==> src/rtl/prr_pkg.sv <==
package prr_pkg;

   typedef enum logic [1:0] {
      AM_OFF   = 2'b00,
      AM_TOR   = 2'b01,
      AM_NA4   = 2'b10,
      AM_NAPOT = 2'b11
   } amode_e;

   typedef struct packed {
      logic       lock;
      logic [1:0] rsv;
      amode_e     mode;
      logic       x;
      logic       w;
      logic       r;
   } rcfg_t;

   // Reserved field forced to zero before storage.
   function automatic rcfg_t sanitize(input logic [7:0] raw);
      rcfg_t c;
      c     = rcfg_t'(raw);
      c.rsv = 2'b00;
      return c;
   endfunction

   // Write-without-read is a reserved permission pair.
   function automatic logic perm_reserved(input rcfg_t c);
      return c.w & ~c.r;
   endfunction

endpackage

==> src/rtl/prr_cfg_entry.sv <==
module prr_cfg_entry
   import prr_pkg::*;
(
   input  logic       clk,
   input  logic       rst_n,
   input  logic       wr_en,
   input  logic [7:0] wr_byte,
   input  logic       bypass,
   output rcfg_t      cfg_q
);

   rcfg_t cand;
   logic  accept;

   assign cand   = sanitize(wr_byte);
   assign accept = wr_en & (~cfg_q.lock | bypass) & ~perm_reserved(cand);

   always_ff @(posedge clk or negedge rst_n) begin
      if (!rst_n)      cfg_q <= '0;
      else if (accept) cfg_q <= cand;
   end

endmodule

==> src/rtl/prr_addr_entry.sv <==
module prr_addr_entry #(
   parameter int ADDR_W = 32
) (
   input  logic              clk,
   input  logic              rst_n,
   input  logic              wr_en,
   input  logic [ADDR_W-1:0] wr_data,
   input  logic              bypass,
   input  logic              self_lock,
   input  logic              tor_guard,
   output logic [ADDR_W-1:0] addr_q
);

   logic accept;

   assign accept = wr_en & (bypass | ~(self_lock | tor_guard));

   always_ff @(posedge clk or negedge rst_n) begin
      if (!rst_n)      addr_q <= '0;
      else if (accept) addr_q <= wr_data;
   end

endmodule

==> src/rtl/prr_regfile.sv <==
module prr_regfile
   import prr_pkg::*;
#(
   parameter int  NUM_ENTRIES = 16,
   parameter int  ADDR_W      = 32,
   localparam int IDX_W       = $clog2(NUM_ENTRIES)
) (
   input  logic                          clk,
   input  logic                          rst_n,
   input  logic                          csr_sel,
   input  logic [IDX_W-1:0]              csr_idx,
   input  logic [31:0]                   csr_wdata,
   input  logic                          csr_we,
   output logic [31:0]                   csr_rdata,
   input  logic                          lock_bypass,
   input  logic                          lockdown_set,
   output logic                          lockdown_o,
   output logic [NUM_ENTRIES*8-1:0]      cfg_o,
   output logic [NUM_ENTRIES*ADDR_W-1:0] addr_o
);

   localparam int NUM_CFG_REGS = NUM_ENTRIES / 4;

   if (NUM_ENTRIES < 4 || NUM_ENTRIES > 64 || (NUM_ENTRIES % 4) != 0) begin : g_bad_entries
      $error("NUM_ENTRIES must be a multiple of 4 in 4..64");
   end
   if (ADDR_W < 1 || ADDR_W > 32) begin : g_bad_addr_w
      $error("ADDR_W must lie in 1..32");
   end

   rcfg_t             cfg_q    [NUM_ENTRIES];
   logic [ADDR_W-1:0] addr_q   [NUM_ENTRIES];
   logic [31:0]       cfg_word [NUM_CFG_REGS];
   logic              lockdown_q;

   for (genvar e = 0; e < NUM_ENTRIES; e++) begin : g_entry
      logic cfg_hit;
      logic addr_hit;
      logic guard;

      assign cfg_hit  = csr_we &  csr_sel & (csr_idx == IDX_W'(e / 4));
      assign addr_hit = csr_we & ~csr_sel & (csr_idx == IDX_W'(e));

      if (e < NUM_ENTRIES - 1) begin : g_guard
         assign guard = cfg_q[e+1].lock & (cfg_q[e+1].mode == AM_TOR);
      end else begin : g_no_guard
         assign guard = 1'b0;
      end

      prr_cfg_entry u_cfg (
         .clk     (clk),
         .rst_n   (rst_n),
         .wr_en   (cfg_hit),
         .wr_byte (csr_wdata[8*(e%4) +: 8]),
         .bypass  (lock_bypass),
         .cfg_q   (cfg_q[e])
      );

      prr_addr_entry #(.ADDR_W(ADDR_W)) u_addr (
         .clk       (clk),
         .rst_n     (rst_n),
         .wr_en     (addr_hit),
         .wr_data   (csr_wdata[ADDR_W-1:0]),
         .bypass    (lock_bypass),
         .self_lock (cfg_q[e].lock),
         .tor_guard (guard),
         .addr_q    (addr_q[e])
      );

      assign cfg_o[8*e +: 8]          = cfg_q[e];
      assign addr_o[ADDR_W*e +: ADDR_W] = addr_q[e];
   end

   for (genvar r = 0; r < NUM_CFG_REGS; r++) begin : g_word
      assign cfg_word[r] = {cfg_q[4*r+3], cfg_q[4*r+2], cfg_q[4*r+1], cfg_q[4*r]};
   end

   always_comb begin
      csr_rdata = '0;
      if (csr_sel) begin
         for (int r = 0; r < NUM_CFG_REGS; r++) begin
            if (csr_idx == IDX_W'(r)) csr_rdata = cfg_word[r];
         end
      end else begin
         for (int e = 0; e < NUM_ENTRIES; e++) begin
            if (csr_idx == IDX_W'(e)) csr_rdata = 32'(addr_q[e]);
         end
      end
   end

   always_ff @(posedge clk or negedge rst_n) begin
      if (!rst_n) lockdown_q <= 1'b0;
      else        lockdown_q <= lockdown_q | lockdown_set;
   end

   assign lockdown_o = lockdown_q;

endmodule

==> config.mk <==
export PLATFORM = sky130hd
export DESIGN_NAME = prr_regfile
export DESIGN_NICKNAME = d
export VERILOG_FILES = /design/src/rtl/prr_pkg.sv /design/src/rtl/prr_cfg_entry.sv /design/src/rtl/prr_addr_entry.sv /design/src/rtl/prr_regfile.sv
export SDC_FILE = /design/constraint.sdc
export NUM_CORES = 1
export LEC_CHECK = 0
export BUFFER_PORTS_ARGS = -buffer_cell sky130_fd_sc_hd__clkbuf_2
export CAP_MARGIN = 25
export CORE_AREA = 2 2 275 277
export DETAILED_ROUTE_END_ITERATION = 8
export DIE_AREA = 0 0 277 279
export HOLD_SLACK_MARGIN = 0.02
export PLACE_DENSITY = 0.61
export SETUP_SLACK_MARGIN = 0.1
export SLEW_MARGIN = 20
export SYNTH_ARGS = -nofsm -noshare
export SYNTH_HDL_FRONTEND = slang
export SYNTH_SLANG_ARGS = --single-unit
==> constraint.sdc <==
create_clock -name clk -period 9.1 [get_ports clk]
set_clock_uncertainty 0.1 [all_clocks]
set_input_delay 2.73 -clock clk [delete_from_list [all_inputs] [get_ports clk]]
set_output_delay 2.73 -clock clk [all_outputs]
set_load 0.05 [all_outputs]
==> qor.csv, run 1 <==
metric,value,unit
CTS tree,yes,
Routed WL,142600,um
crit-path cells,buf_8 -> buf_12 -> mux4_2 -> a21oi_1 -> nor3_1 -> a21oi_1 -> a31oi_1 -> buf_12,
"Clk Latency, worst-skew pair",0.61,ns
DIE AREA,0.07728,mm2
Leakage,17.36,nW
Via-to-Cell Ratio,6.230,
NetSw,4.764,mW
Most used DFF post-synth,dfrtp_1,
Synth warnings,0,
status,"complete, no violations",
number of setup violations in the final report,0,
sequential-to-total area share from yosys stat,0.5132,
Sink Count,609,
PortBufs,682,
highest-count cells in the layout ignoring fill and taps,"clkbuf_2 (655), dfrtp_1 (609), mux2_2 (547)",
multi-input logic area,0.01322,mm2
Initial Util,0.4009,
initial antenna violation count,2,
sequential group share of total power,0.358,
Die Wd,277,um
area grow syn2layout,23.23,%
worst vdd ir,186.1,uV
nets,3023,
peak fanout along the critical path,74,
drt first pass iters,6,
Max-slew headroom,0.2993,
fillers,6673,
# Post-CTS Setup Buffers,0,
Cells after Synth,2375,
Clock Root Buffer,clkbuf_16,
Non-Filler Instances,3999,
Power Density,292.7,mW/mm2
Post-route DRC,0,
worst-case clock buffer depth,3,
n_diodes,0,
htree depth,3,
total number of vias,24912,
Internal,5.946,mW
Setup Crit Path Kind,primary input to output pin,
minimum clock period,8.529,ns
Post-Synthesis Cell Area,0.02970,mm2
initial DRC count,2412,
Die Y,279,um
largest net degree at the start of global routing,155,
Max Cap Viol,0,
vias in the first global route,24890,
crit end category,output pin,
GR Overflow Total,0,
"Hold-fix buffers, CTS",0,
CP Launch Type,primary input,
"Avg Cell Area, Syn",12.50,um2
Storage cell area,0.01524,mm2
RSZ-0062 raised after global routing,no,
# IOs,715,
all-layer global routing usage,0.3608,
Worst Path Arrival,5.70,ns
number of synthesized flops with an enable pin,0,
Worst Path Required,6.27,ns
top area cells in the synthesized netlist,"dfrtp_1 (51%), mux2_2 (21%), mux4_2 (3.0%)",
fin util,0.4940,
placed cell count,3877,
setup TNS,0,ns
core footprint,0.07407,mm2
Sw Share,0.4448,
CTS buffer count,71,
"Design Area, Final",0.03659,mm2
final hold viol count,0,
share of layout cells above drive strength 1,0.4964,
CP peak stage delay,0.70,ns
Final Wtd Congestion,0.9320,
Synth Register Bits,609,
combinational power share,0.368,
final period utilization,0.9373,
Hold/Removal Path Class,flop to flop,
post-CTS sizing,0,
hpwl dp,100400,um
cell row count,100,
"Clk pin slew, worst setup/hold paths",0.06,ns
Synth cell types,69,
first-pass GRT wire length,198600,um
Clk pwr share,0.274,
Worst-Margin Slew,1.051,ns
Max Slew Vio Count,0,
slowest library cell on the worst path,mux4_2,
Avg WL per Cell,35.66,um
ANT nets after route,0,
Post-synth ARST share,1.000,
"commonest non-fill, non-tap cell in the layout",clkbuf_2,
top cell type's share of synthesized area,0.5132,
fmax,0.1172,GHz
Placement Cell Area,0.03424,mm2
Yosys top cell by area,dfrtp_1,
-- worst max-delay path: cells and delay by family --
kind | cells | cell delay, ns
multiplexers | 1 | 0.70
AND/OR/NAND/NOR | 1 | 0.14
AO/OA/AOI/OAI | 3 | 0.97
buffers and inverters | 3 | 1.05
-- layer usage --
layer,vias up,global-route usage,routed length [um]
met4,0,0.1826,7946
met1,13009,0.4516,54550
met2,1616,0.5876,67690
met5,-,0,0
li1,9933,-,-
met3,354,0.08301,12440
-- sequential cells by signal, indices dropped and copies added, names as in the netlist --
signal,cells
g_entry.u_addr.addr_q,512
g_entry.u_cfg.cfg_q,96
lockdown_o,1
-- final cells by class --
type	count	area share
sequential	609	0.4165
multi-input combinational	1513	0.3613
tap	969	0.03313
timing repair buffer	765	0.1226
clock inverter	22	0.008206
inverter	21	0.002154
clock buffer	100	0.05618
-- synth_stat cells, types with 5 or more instances --
cell type and count:
dfrtp_1 609, mux2_2 547, a21oi_1 130, nand2_1 114, o21ai_0 106, clkbuf_1 92
buf_2 78, nor2_1 78, buf_4 76, mux2i_1 54, mux2_1 53, mux4_2 39
nand3_1 27, a22o_1 26, a22oi_1 26, a221oi_1 25, o22ai_1 24, a31oi_1 19
inv_1 19, a211oi_1 17, nand2b_1 13, nor3_1 13, a221o_1 11, nor2b_1 11
o21bai_1 11, o2bb2ai_1 9, o31ai_1 9, a32o_1 8, buf_1 8, a2111oi_4 7
buf_6 7, o21a_1 7, a21o_1 6, and3_1 6, o211ai_1 6, o221ai_1 6
o32ai_1 6, a222oi_1 5, a32oi_1 5, and2_1 5, or2_2 5
-- worst paths after layout --
path / startpoint / to / cells after the start / slack, ns
hold / removal: lockdown_o$_DFF_PN0_ / lockdown_o$_DFF_PN0_ / 1 / 0.37
setup reg to reg: g_entry[1].u_cfg.cfg_q[7]$_DFFE_PN0P_ / g_entry[1].u_addr.addr_q[8]$_DFFE_PN0P_ / 4 / 5.96
max in group asynchronous: rst_n / g_entry[8].u_addr.addr_q[24]$_DFFE_PN0P_ / 2 / 5.23
hold reg to reg: lockdown_o$_DFF_PN0_ / lockdown_o$_DFF_PN0_ / 1 / 0.37
setup / recovery: csr_idx[0] / csr_rdata[9] / 8 / 0.57
min in group asynchronous: rst_n / g_entry[3].u_addr.addr_q[11]$_DFFE_PN0P_ / 1 / 2.14
-- cell families after synthesis --
group	Yosys count	synth area share
other cells	1	0.0001263
mux	693	0.2753
flops	609	0.5132
simple gates	293	0.04576
buf+inv	284	0.05064
compound gates	495	0.1150
-- power by group through the flow --
stage          sequential, mW  clock, mW  combinational [mW]
3_5_place_dp             3.86          0                3.94
6_report                 3.84       2.93                3.94
2_1_floorplan            5.43          0                1.00
5_1_grt                  3.88       3.08                4.06
4_1_cts                  3.81       2.96                3.95
3_3_place_gp             3.84          0                3.91
-- stage by stage --
step	hold WS [ns]	power, mW	setup slack [ns]
after global routing	0.3859	11.02	0.5431
after CTS	0.3737	10.72	0.7053
after floorplan	0.4110	6.429	0.7364
after detailed placement	0.3564	7.797	0.7055
final	0.3738	10.71	0.5709
after global placement	0.3524	7.744	0.6713
No activity file was read; power rests on OpenSTA's default activity.
==> inputs of run 2 (changes only) <==
Settings changed: CAP_MARGIN 25 to 30.
Clock period 9.1 ns to 8.92 ns, I/O delays scaled along.
==> qor.csv, run 2 (synthesis results as in run 1) <==
metric,value,unit,change
status,"complete, no violations",,unchanged
Power Density,296.3,mW/mm2,was 292.7 mW/mm2
highest-count cells in the layout ignoring fill and taps,"clkbuf_2 (655), dfrtp_1 (609), mux2_2 (547)",,unchanged
slowest library cell on the worst path,nor2_1,,was mux4_2
Die Wd,277,um,unchanged
initial antenna violation count,4,,was 2
all-layer global routing usage,0.3579,,was 0.3608
crit-path cells,buf_8 -> or2_2 -> nor2_1 -> buf_4 -> nand2_1 -> nand2_1 -> a21oi_1 -> o21ai_0 -> buf_12,,was buf_8 -> buf_12 -> mux4_2 -> a21oi_1 -> nor3_1 -> a21oi_1 -> a31oi_1 -> buf_12
PortBufs,682,,unchanged
Avg WL per Cell,35.26,um,was 35.66 um
CP Launch Type,primary input,,unchanged
nets,3031,,was 3023
Worst-Margin Slew,1.057,ns,was 1.051 ns
minimum clock period,8.296,ns,
CTS tree,yes,,unchanged
Via-to-Cell Ratio,6.210,,was 6.230
fillers,6773,,was 6673
# IOs,715,,unchanged
Top Family by Delay on Critical Path,simple AND/OR/NAND/NOR gates,,was buffers and inverters
CP peak stage delay,0.72,ns,was 0.70 ns
vias in the first global route,25061,,was 24.89k
Final Wtd Congestion,0.9172,,was 0.9320
max reg flops,512,,unchanged
peak fanout along the critical path,53,,was 74
"Clk Latency, worst-skew pair",0.62,ns,was 0.61 ns
Sink Count,609,,unchanged
"Hold-fix buffers, CTS",0,,unchanged
GR Overflow Total,0,,unchanged
Routed WL,141600,um,was 142600 um
Worst Path Arrival,5.52,ns,was 5.70 ns
total number of vias,24932,,was 24.91k
core footprint,0.07407,mm2,unchanged
multi-input logic area,0.01322,mm2,unchanged
Max-slew headroom,0.2951,,was 0.2993
# Post-CTS Setup Buffers,0,,unchanged
Max Slew Vio Count,0,,unchanged
share of layout cells above drive strength 1,0.4988,,was 0.4964
DIE AREA,0.07728,mm2,unchanged
Initial Util,0.4009,,unchanged
final period utilization,0.9300,,
number of setup violations in the final report,0,,unchanged
"Clk pin slew, worst setup/hold paths",0.06,ns,about the same
Setup Crit Path Kind,primary input to output pin,,unchanged
Total Power,10.87,mW,was 10.71 mW
drt first pass iters,6,,unchanged
worst-case clock buffer depth,3,,unchanged
crit end category,output pin,,unchanged
Die Y,279,um,unchanged
area grow syn2layout,23.57,%,was 23.23%
ANT nets after route,0,,unchanged
post-CTS sizing,0,,unchanged
Clock Root Buffer,clkbuf_16,,unchanged
Storage cell area,0.01524,mm2,unchanged
htree depth,3,,unchanged
Max Cap Viol,0,,unchanged
cell row count,100,,unchanged
RSZ-0062 raised after global routing,no,,unchanged
Hold/Removal Path Class,flop to flop,,unchanged
Leakage,17.42,nW,was 17.36 nW
"commonest non-fill, non-tap cell in the layout",clkbuf_2,,unchanged
Worst Path Required,6.14,ns,was 6.27 ns
setup TNS,0,ns,unchanged
fmax,0.1205,GHz,
Worst path most repeated cell,nand2_1,,
initial DRC count,2429,,was 2412
first-pass GRT wire length,196800,um,was 198600 um
largest net degree at the start of global routing,144,,was 155
Post-route DRC,0,,unchanged
largest reg by FF count,g_entry.u_addr.addr_q,,unchanged
CP bufs+invs,3,,unchanged
final hold viol count,0,,unchanged
CTS buffer count,71,,unchanged
worst vdd ir,166.1,uV,was 186.1 uV
hpwl dp,98800,um,was 100400 um
## run 2: layout make-up
class,count,area share
Tap cell,969,0.03304
Clock buffer,96,0.05541
Clock inverter,31,0.008866
Sequential cell,609,0.4153
Antenna cell,3,0.0002046
Inverter,21,0.002148
Multi-Input combinational cell,1513,0.3603
Timing Repair Buffer,773,0.1247
## run 2: worst reg2reg max path: cells and delay by family, from the launching register on
| kind | cells | cell delay (ns) |
|---|---|---|
| compound gates | 2 | 1.16 |
| buf+inv | 1 | 0.73 |
| flops | 1 | 0.48 |
| mux | 1 | 0.45 |
## run 2: final timing paths
kind	startpoint	end	slack, ns	cells past startpoint
setup / recovery	csr_idx[0]	csr_rdata[3]	0.62	9
hold / removal	lockdown_o$_DFF_PN0_	lockdown_o$_DFF_PN0_	0.36	1
setup reg to reg	g_entry[1].u_cfg.cfg_q[7]$_DFFE_PN0P_	g_entry[1].u_addr.addr_q[14]$_DFFE_PN0P_	5.87	4
hold reg to reg	lockdown_o$_DFF_PN0_	lockdown_o$_DFF_PN0_	0.36	1
max in group asynchronous	rst_n	g_entry[6].u_addr.addr_q[13]$_DFFE_PN0P_	5.06	2
min in group asynchronous	rst_n	g_entry[9].u_addr.addr_q[12]$_DFFE_PN0P_	2.02	1
## run 2: power by group
group / internal (mW) / switching (mW)
logic: 0.993 / 3.03
registers: 3.30 / 0.587
clock network: 1.73 / 1.24
## run 2: layer usage
metal / share of wire / routed length, um / vias to the layer above / global-route usage
li1: - / - / 9965 / -
met1: 0.38 / 53120 / 12979 / 0.4393
met2: 0.48 / 67600 / 1610 / 0.5871
met3: 0.094 / 13340 / 378 / 0.09430
met4: 0.053 / 7493 / 0 / 0.1732
met5: 0 / 0 / - / 0
## run 2: stage by stage
step	setup WS [ns]	instance area (um2)	utilization	hold slack (ns)	std cells
after floorplan	0.6644	29810	-	0.4110	2406
after global placement	0.6694	34320	0.4633	0.3520	3884
after detailed placement	0.7144	34330	0.4634	0.3506	3885
after CTS	0.7088	36690	0.4953	0.3681	4012
after global routing	0.5487	36690	0.4953	0.3838	4012
final	0.6240	36690	0.4954	0.3622	4015
